`config.mk`:
```
export PLATFORM = sky130hd
export DESIGN_NAME = mode_reg_decoder
export DESIGN_NICKNAME = d
export VERILOG_FILES = /design/src/rtl/mode_reg_decoder.sv
export SDC_FILE = /design/constraint.sdc
export NUM_CORES = 1
export LEC_CHECK = 0
export ABC_CLOCK_PERIOD_IN_PS = 3020
export CORE_AREA = 2 2 39 41
export DETAILED_ROUTE_END_ITERATION = 10
export DIE_AREA = 0 0 41 43
export DONT_BUFFER_PORTS = 1
export PLACE_DENSITY = 0.64
export SETUP_SLACK_MARGIN = 0.5
export SYNTH_ARGS = -nofsm -noshare
export SYNTH_HDL_FRONTEND = slang
export SYNTH_SLANG_ARGS = --single-unit
```
`constraint.sdc`:
```
create_clock -name clk -period 3.02 [get_ports clk]
set_input_delay 0.151 -clock clk [delete_from_list [all_inputs] [get_ports clk]]
set_output_delay 0.151 -clock clk [all_outputs]
set_load 0.01 [all_outputs]
```
`src/rtl/mode_reg_decoder.sv`:
```
module mode_reg_decoder #(
  parameter int TMRD = 2,
  parameter int AW   = 13
) (
  input  logic          clk,
  input  logic          rst_n,
  input  logic          cke,
  input  logic          cs_n,
  input  logic          ras_n,
  input  logic          cas_n,
  input  logic          we_n,
  input  logic [1:0]    ba,
  input  logic [AW-1:0] addr,
  input  logic          banks_idle,
  output logic [3:0]    burst_len,
  output logic          burst_interleave,
  output logic [2:0]    read_lat_x2,
  output logic          dll_on,
  output logic          drive_weak,
  output logic          dll_reset_pulse,
  output logic          cfg_valid,
  output logic          err
);
  localparam int GW = (TMRD > 1) ? $clog2(TMRD) : 1;

  logic          cke_q;
  logic [GW-1:0] gap;
  logic [1:0]    bl_code;
  logic          ext_seen;

  wire cmd_on  = cke & cke_q & ~cs_n & ~(ras_n & cas_n & we_n);
  wire wr      = cmd_on & ~ras_n & ~cas_n & ~we_n;
  wire busy    = (gap != '0);

  wire bl_ok   = (addr[2:0] == 3'b001) | (addr[2:0] == 3'b010) | (addr[2:0] == 3'b011);
  wire cl_ok   = (addr[6:4] == 3'b011) | (addr[6:4] == 3'b110);
  wire mrs_ok  = ~ba[1] & bl_ok & cl_ok & ~addr[7] & ~|addr[AW-1:9];
  wire emrs_ok = ~ba[1] & ~|addr[5:2] & ~|addr[AW-1:7];
  wire legal   = banks_idle & ~busy & (ba[0] ? emrs_ok : mrs_ok);
  wire take    = wr & legal;
  wire reject  = (cmd_on & busy) | (wr & ~legal);

  assign burst_len = (bl_code == 2'd0) ? 4'd0 : (4'd1 << bl_code);

  always_ff @(posedge clk) begin
    if (!rst_n) begin
      cke_q            <= 1'b0;
      gap              <= '0;
      bl_code          <= 2'd0;
      burst_interleave <= 1'b0;
      read_lat_x2      <= 3'd0;
      dll_on           <= 1'b0;
      drive_weak       <= 1'b0;
      dll_reset_pulse  <= 1'b0;
      ext_seen         <= 1'b0;
      cfg_valid        <= 1'b0;
      err              <= 1'b0;
    end else begin
      cke_q           <= cke;
      dll_reset_pulse <= 1'b0;
      if (reject) err <= 1'b1;
      if (take) gap <= GW'(TMRD - 1);
      else if (busy) gap <= gap - 1'b1;
      if (take && ba[0]) begin
        dll_on     <= ~addr[0];
        drive_weak <= addr[1];
        ext_seen   <= 1'b1;
      end
      if (take && !ba[0]) begin
        bl_code          <= addr[1:0];
        burst_interleave <= addr[3];
        read_lat_x2      <= (addr[6:4] == 3'b011) ? 3'd6 : 3'd5;
        dll_reset_pulse  <= addr[8];
        if (ext_seen) cfg_valid <= 1'b1;
      end
    end
  end


  err_sticky_chk: assert property (@(posedge clk) disable iff (!rst_n) err |=> err);


  valid_sticky_chk: assert property (@(posedge clk) disable iff (!rst_n) cfg_valid |=> cfg_valid);


  busy_bank_hold_chk: assert property (@(posedge clk) disable iff (!rst_n)
    !banks_idle |=> ($stable(burst_len) && $stable(burst_interleave) && $stable(read_lat_x2)
                     && $stable(dll_on) && $stable(drive_weak)));


  dll_pulse_src_chk: assert property (@(posedge clk) disable iff (!rst_n)
    dll_reset_pulse |-> $past(!cs_n && !ras_n && !cas_n && !we_n && !ba[0] && addr[8] && banks_idle));
endmodule

```
==> results of run 1 <==
## cells in the mapped netlist
cell type,number
a21oi_1,4
o22ai_1,1
xor2_1,1
and3_1,2
o31ai_1,1
nand2_1,11
clkbuf_1,2
o2111ai_1,1
nand3b_4,1
inv_1,3
or4_4,1
nor4_1,3
nand3b_1,1
conb_1,1
nor3b_1,1
mux2i_1,6
o21a_1,2
a31oi_1,1
and2_1,2
buf_4,1
nor2_1,1
nor3_1,1
or3_1,2
nand3_1,1
nor3_4,1
o21ai_0,1
or4_1,1
dfxtp_1,14
nor2b_1,2
## per-stage QoR
step           cell area, um2  worst slack (ps)  power [mW]  util, %  instances
2_1_floorplan             642              1490       0.203        -         70
3_3_place_gp              647              1470       0.201     46.7         83
3_5_place_dp              647              1450       0.201     46.7         83
4_1_cts                   713              1430       0.339     51.5         90
5_1_grt                   713              1320       0.349     51.5         90
6_report                  713              1430       0.337     51.5         90
## cell usage in the layout (no fill, tap or decap), types with 3 or more instances in the layout
| cell type | n |
|---|---|
| nand2_1 | 11 |
| dlygate4sd3_1 | 3 |
| clkbuf_4 | 3 |
| nor4_1 | 3 |
| mux2i_1 | 6 |
| dfxtp_1 | 14 |
| inv_1 | 3 |
| a21oi_1 | 4 |
## worst reg2reg max path: stages (launching register included)
cell and delay (ps):
dfxtp_1 360, nand3b_4 90, or4_4 460, or4_1 480, a21oi_1 140
## cell type report
| type | instances | share of cell area, % |
|---|---|---|
| multi-input cells | 50 | 47.0 |
| flip-flops and latches | 14 | 39.3 |
| clock buffers | 4 | 5.09 |
| repair buffers | 3 | 4.21 |
| well taps | 16 | 2.81 |
| inverters | 3 | 1.58 |
## sequential cells by signal (all words and copies together), names as in the netlist
| signal | cells |
|---|---|
| dll_reset_pulse | 1 |
| ext_seen | 1 |
| burst_interleave | 1 |
| busy | 1 |
| cke_q | 1 |
| err | 1 |
| cfg_valid | 1 |
| bl_code | 2 |
| dll_on | 1 |
| read_lat_x2 | 3 |
| drive_weak | 1 |
## worst paths after layout
path / from / endpoint / cells after the start
max: cke_q / dll_on / 4
min: addr[0] / bl_code[0] / 2
max reg2reg: cke_q / dll_on / 4
min reg2reg: ext_seen / ext_seen / 2
## per-layer routing
layer,routed length (um),global-route usage [%],share of wire (%)
met1,555,22.9,42
met2,633,24.4,48
met3,97,4.71,7.4
met4,20,10.0,1.5
met5,0,0,0
## kinds of logic (layout without fill, tap and decap cells)
group / Yosys count / after routing / share of synthesized area, %
AND/OR/NAND/NOR: 31 / 31 / 30.2
other: 1 / 1 / 0.584
AO/OA/AOI/OAI: 11 / 11 / 10.7
XOR/XNOR: 1 / 1 / 1.36
multiplexers: 6 / 6 / 9.36
buffers and inverters: 6 / 10 / 4.09
flip-flops: 14 / 14 / 43.7
## power breakdown
| part | switching, mW | leakage (nW) | internal (mW) |
|---|---|---|---|
| registers | 0.000661 | 0.113 | 0.185 |
| logic | 0.00713 | 0.147 | 0.00790 |
| clock network | 0.0626 | 0.0210 | 0.0734 |
| total | 0.0704 | 0.281 | 0.267 |
==> run_results.csv, run 1 <==
group,metric,value,unit
cells_and_area,n_fill_cell,139,
cells_and_area,area_growth,11.1,%
clock_tree,hold_buffers,3,
sta,whs,6.27,ps
sta,rsz0062_at_grt,"false",
clock_tree,cts_resized,0,
setup_path,slowest_delay,480,ps
sta,min_period_over_period,52.8,%
clock_tree,postCtsSetupBuffers,0,
die,start_util,46.4,%
grt,antenna_found_initial,0,
yosys,ys_seq_area_share,43.7,%
setup_path,crit_family,"simple AND/OR/NAND/NOR gates",
die,die_w,41,um
pwr,peakVddDrop,328,uV
detailed_routing,vias,515,
detailed_routing,drt_iter0_drc,11,
sta,fin_worst_skew,4.05,ps
sta,fin_crit,1590,ps
sta,finalSetupViolCount,0,
cells_and_area,layout-drive-gt1-share,9.46,%
setup_path,cp_cell_sequence,"nand3b_4, or4_4, or4_1, a21oi_1",
detailed_routing,first_pass_iters,4,
grt,grt_pass1_vias,443,
flow_run,drv_cap,0,
sta,max_freq,627,MHz
clock_tree,ctsRootBufferMaster,"clkbuf_4",
die,core_area,1380,um2
yosys,yosys_warnings,0,
yosys,synth_cell_type_count,29,
grt,grt_pass1_wl,2.01,mm
setup_path,cp_max_fo,5,
status,status,"completed",
grt,grt_max_degree,14,
clock_tree,clkTransAtPathRegs,90,ps
setup_path,r2r_slack,1430,ps
pwr,leakage,0.281,nW
die,io_pins,36,
cells_and_area,diodes,0,
yosys,synth_top_area_share,43.7,%
detailed_routing,drtAntennaViolNets,0,
setup_path,crit_required,3250,ps
yosys,syn_nets,93,
yosys,syn-cell-area,642,um2
setup_path,worstPathArrival,1820,ps
sta,slew_violations,0,
clock_tree,htree_num_levels,1,
clock_tree,cts_tree,"yes",
cells_and_area,seq_area,280,um2
sta,tns,0,ps
die,fp.dieArea,1760,um2
clock_tree,numCtsBuffers,3,
die,die_h,43,um
setup_path,cp.buffers_inverters,0,
clock_tree,cts_buffer_depth,2,
hold_path,hp-class,"primary input to flip-flop",
detailed_routing,drc,0,
die,core.rowCount,14,
yosys,synthTopCellsByArea,"dfxtp_1, mux2i_1, nand2_1",
grt,gr-total-overflow,0,
detailed_routing,via_per_inst,5.72,
pwr,power_density,473,nW/um2
setup_path,end_kind,"flip-flop",
place,io_buffers,0,
cells_and_area,multi_input_area,335,um2
cells_and_area,nets,98,
yosys,postSynthAreaPerCell,9.17,um2
place,gp_congestion,0.760,
yosys,ys_ff_latch,14,
clock_tree,cts_sinks,14,
yosys,synth_top_area_cell,"dfxtp_1",
detailed_routing,wl_per_cell,14.5,um
grt,grt_usage,17.3,%
setup_path,slowest_stage,"or4_1",
clock_tree,clk_latency,280,ps
setup_path,worstSetupPathType,"flip-flop to flip-flop",
yosys,netlist_instances,70,
detailed_routing,routed_wirelength,1.31,mm
setup_path,critPathLaunchType,"flip-flop",
sta,finalHoldViolCount,0,
place,hpwl,943,um
No activity file was read; power rests on OpenSTA's default activity.
==> run 2: changes to the inputs <==
--- a/config.mk
+++ b/config.mk
@@ -5,12 +5,12 @@
 export SDC_FILE = /design/constraint.sdc
 export NUM_CORES = 1
 export LEC_CHECK = 0
-export ABC_CLOCK_PERIOD_IN_PS = 3020
+export ABC_CLOCK_PERIOD_IN_PS = 1300
 export CORE_AREA = 2 2 39 41
 export DETAILED_ROUTE_END_ITERATION = 10
 export DIE_AREA = 0 0 41 43
 export DONT_BUFFER_PORTS = 1
-export PLACE_DENSITY = 0.64
+export PLACE_DENSITY = 0.66
 export SETUP_SLACK_MARGIN = 0.5
 export SYNTH_ARGS = -nofsm -noshare
 export SYNTH_HDL_FRONTEND = slang
==> constraint.sdc (replaced) <==
create_clock -name clk -period 1.3 [get_ports clk]
set_input_delay 0.065 -clock clk [delete_from_list [all_inputs] [get_ports clk]]
set_output_delay 0.065 -clock clk [all_outputs]
set_load 0.01 [all_outputs]
==> run_results.csv, run 2 (synthesized netlist as in run 1, its figures left out) <==
group,metric,value,unit
die,start_util,46.4,%
detailed_routing,via_per_inst,5.63,
grt,grt_usage,19.3,%
sta,worstMarginPinSlew,536,ps
sta,relSlewSlack,64.2,%
status,status,"finished, violations left",
clock_tree,clkTransAtPathRegs,90,ps
detailed_routing,first_pass_iters,2,
die,core_area,1380,um2
cells_and_area,regMostFlops,"read_lat_x2",
sta,rsz0062_at_grt,"true",
grt,antenna_found_initial,0,
clock_tree,ctsRootBufferMaster,"clkbuf_4",
sta,finalSetupViolCount,11,
detailed_routing,wl_per_cell,14.7,um
sta,slew_violations,0,
place,pre_cts_slack,-250,ps
grt,grt_max_degree,18,
sta,setup_ws,-293,ps
clock_tree,clk_latency,290,ps
cells_and_area,layout-drive-gt1-share,32.9,%
detailed_routing,drc,0,
setup_path,crit_start,"cke_q",
grt,grt_pass1_wl,2.31,mm
sta,max_freq,628,MHz
place,gp_congestion,0.730,
setup_path,reg2reg_depth,4,
setup_path,worstSetupPathType,"flip-flop to flip-flop",
clock_tree,numCtsBuffers,3,
setup_path,r2r_end,"dll_on",
hold_path,hold_path_end,"err",
setup_path,worstPathArrival,1820,ps
setup_path,end_kind,"flip-flop",
die,core.rowCount,14,
cells_and_area,area_growth,34.5,%
cells_and_area,final_common_cell,"nand2_1",
cells_and_area,diodes,0,
cells_and_area,reg_top3,"read_lat_x2: 3 flops, bl_code: 2 flops",
cells_and_area,nets,107,
pwr,power,733,uW
die,die_w,41,um
sta,fin_crit,1590,ps
die,fp.dieArea,1760,um2
cells_and_area,largest_register_ffs,3,
clock_tree,cts_tree,"yes",
status,violations,"hold timing, setup timing",
clock_tree,htree_num_levels,1,
clock_tree,cts_buffer_depth,2,
setup_path,crit_required,1530,ps
pwr,leakage,0.328,nW
cells_and_area,n_fill_cell,119,
die,io_pins,36,
sta,whs,-39.9,ps
clock_tree,cts_sinks,14,
detailed_routing,routed_wirelength,1.44,mm
pwr,power_density,849,nW/um2
place,io_buffers,0,
setup_path,cp_max_fo,4,
grt,grt_pass1_vias,555,
grt,gr-total-overflow,0,
cells_and_area,mostFrequentLayoutCells,"nand2_1, dfxtp_1, dlygate4sd3_1, mux2i_1",
detailed_routing,drt_iter0_drc,1,
setup_path,critPathLaunchType,"flip-flop",
place,hpwl,1.00,mm
pwr,peakVddDrop,586,uV
sta,finalHoldViolCount,3,
sta,fin_worst_skew,10.3,ps
sta,min_period_over_period,123,%
hold_path,hp-class,"primary input to flip-flop",
detailed_routing,vias,552,
flow_run,drv_cap,0,
die,die_h,43,um
setup_path,timing.rr.start,"cke_q",
setup_path,r2r_slack,-290,ps
hold_path,hold-path-cell-count,3,
detailed_routing,drtAntennaViolNets,0,
hold_path,hold_path_startpoint,"cas_n",
[run 2: cell type report]
cell class | instances | area [um2] | share of cell area, %
inverters | 3 | 11.3 | 1.30
multi-input cells | 50 | 395 | 45.8
repair buffers | 12 | 124 | 14.3
flip-flops and latches | 14 | 290 | 33.6
well taps | 16 | 20.0 | 2.32
clock buffers | 3 | 22.5 | 2.61
[run 2: layer usage]
| layer | vias to the layer above | track usage (%) | part of all wire, % |
|---|---|---|---|
| met5 | - | 0 | 0 |
| met4 | 0 | 10.0 | 3.7 |
| met3 | 7 | 5.24 | 8.0 |
| met2 | 22 | 31.9 | 51 |
| met1 | 252 | 21.1 | 37 |
| li1 | 271 | - | - |
[run 2: how the worst max path moves through the flow]
| stage | slack (ps) | to |
|---|---|---|
| after detailed placement | -250 | dll_on |
| after global placement | -210 | dll_on |
| after CTS | -290 | dll_on |
| after floorplan | -220 | dll_on |
| final | -290 | dll_on |
| after global routing | -340 | dll_on |
[run 2: critical path, cell delays in order, from the launching register on]
cell and delay, ps:
dfxtp_2 350, nand3b_4 70, or4_4 460, or4_4 500, a21oi_2 150
[run 2: report_power, final]
part	switching [mW]	internal [mW]	leakage [nW]	total, mW
Clock	0.143	0.108	0.0138	0.251
Combinational	0.0247	0.0295	0.199	0.0542
Sequential	0.00155	0.426	0.115	0.428
Total	0.170	0.564	0.328	0.733
[run 2: what timing repair did]
action | 4_1_cts | 5_1_grt
pin swaps | 1 | 1
setup buffers | 1 | 0
gates cloned | 0 | 0
resized for setup | 14 | 1
hold buffers | 5 | 2
setup endpoints to repair | 16 | 16
hold endpoints to repair | 14 | 12
[run 2: per-stage QoR]
step,utilization (%),instances,setup TNS (ps),cell area (um2)
floorplan,-,70,-1080,663
global placement,51.4,87,-1060,711
detailed placement,51.4,87,-1300,711
CTS,60.7,96,-1670,840
global route,62.4,98,-2290,863
finish,62.4,98,-1750,863
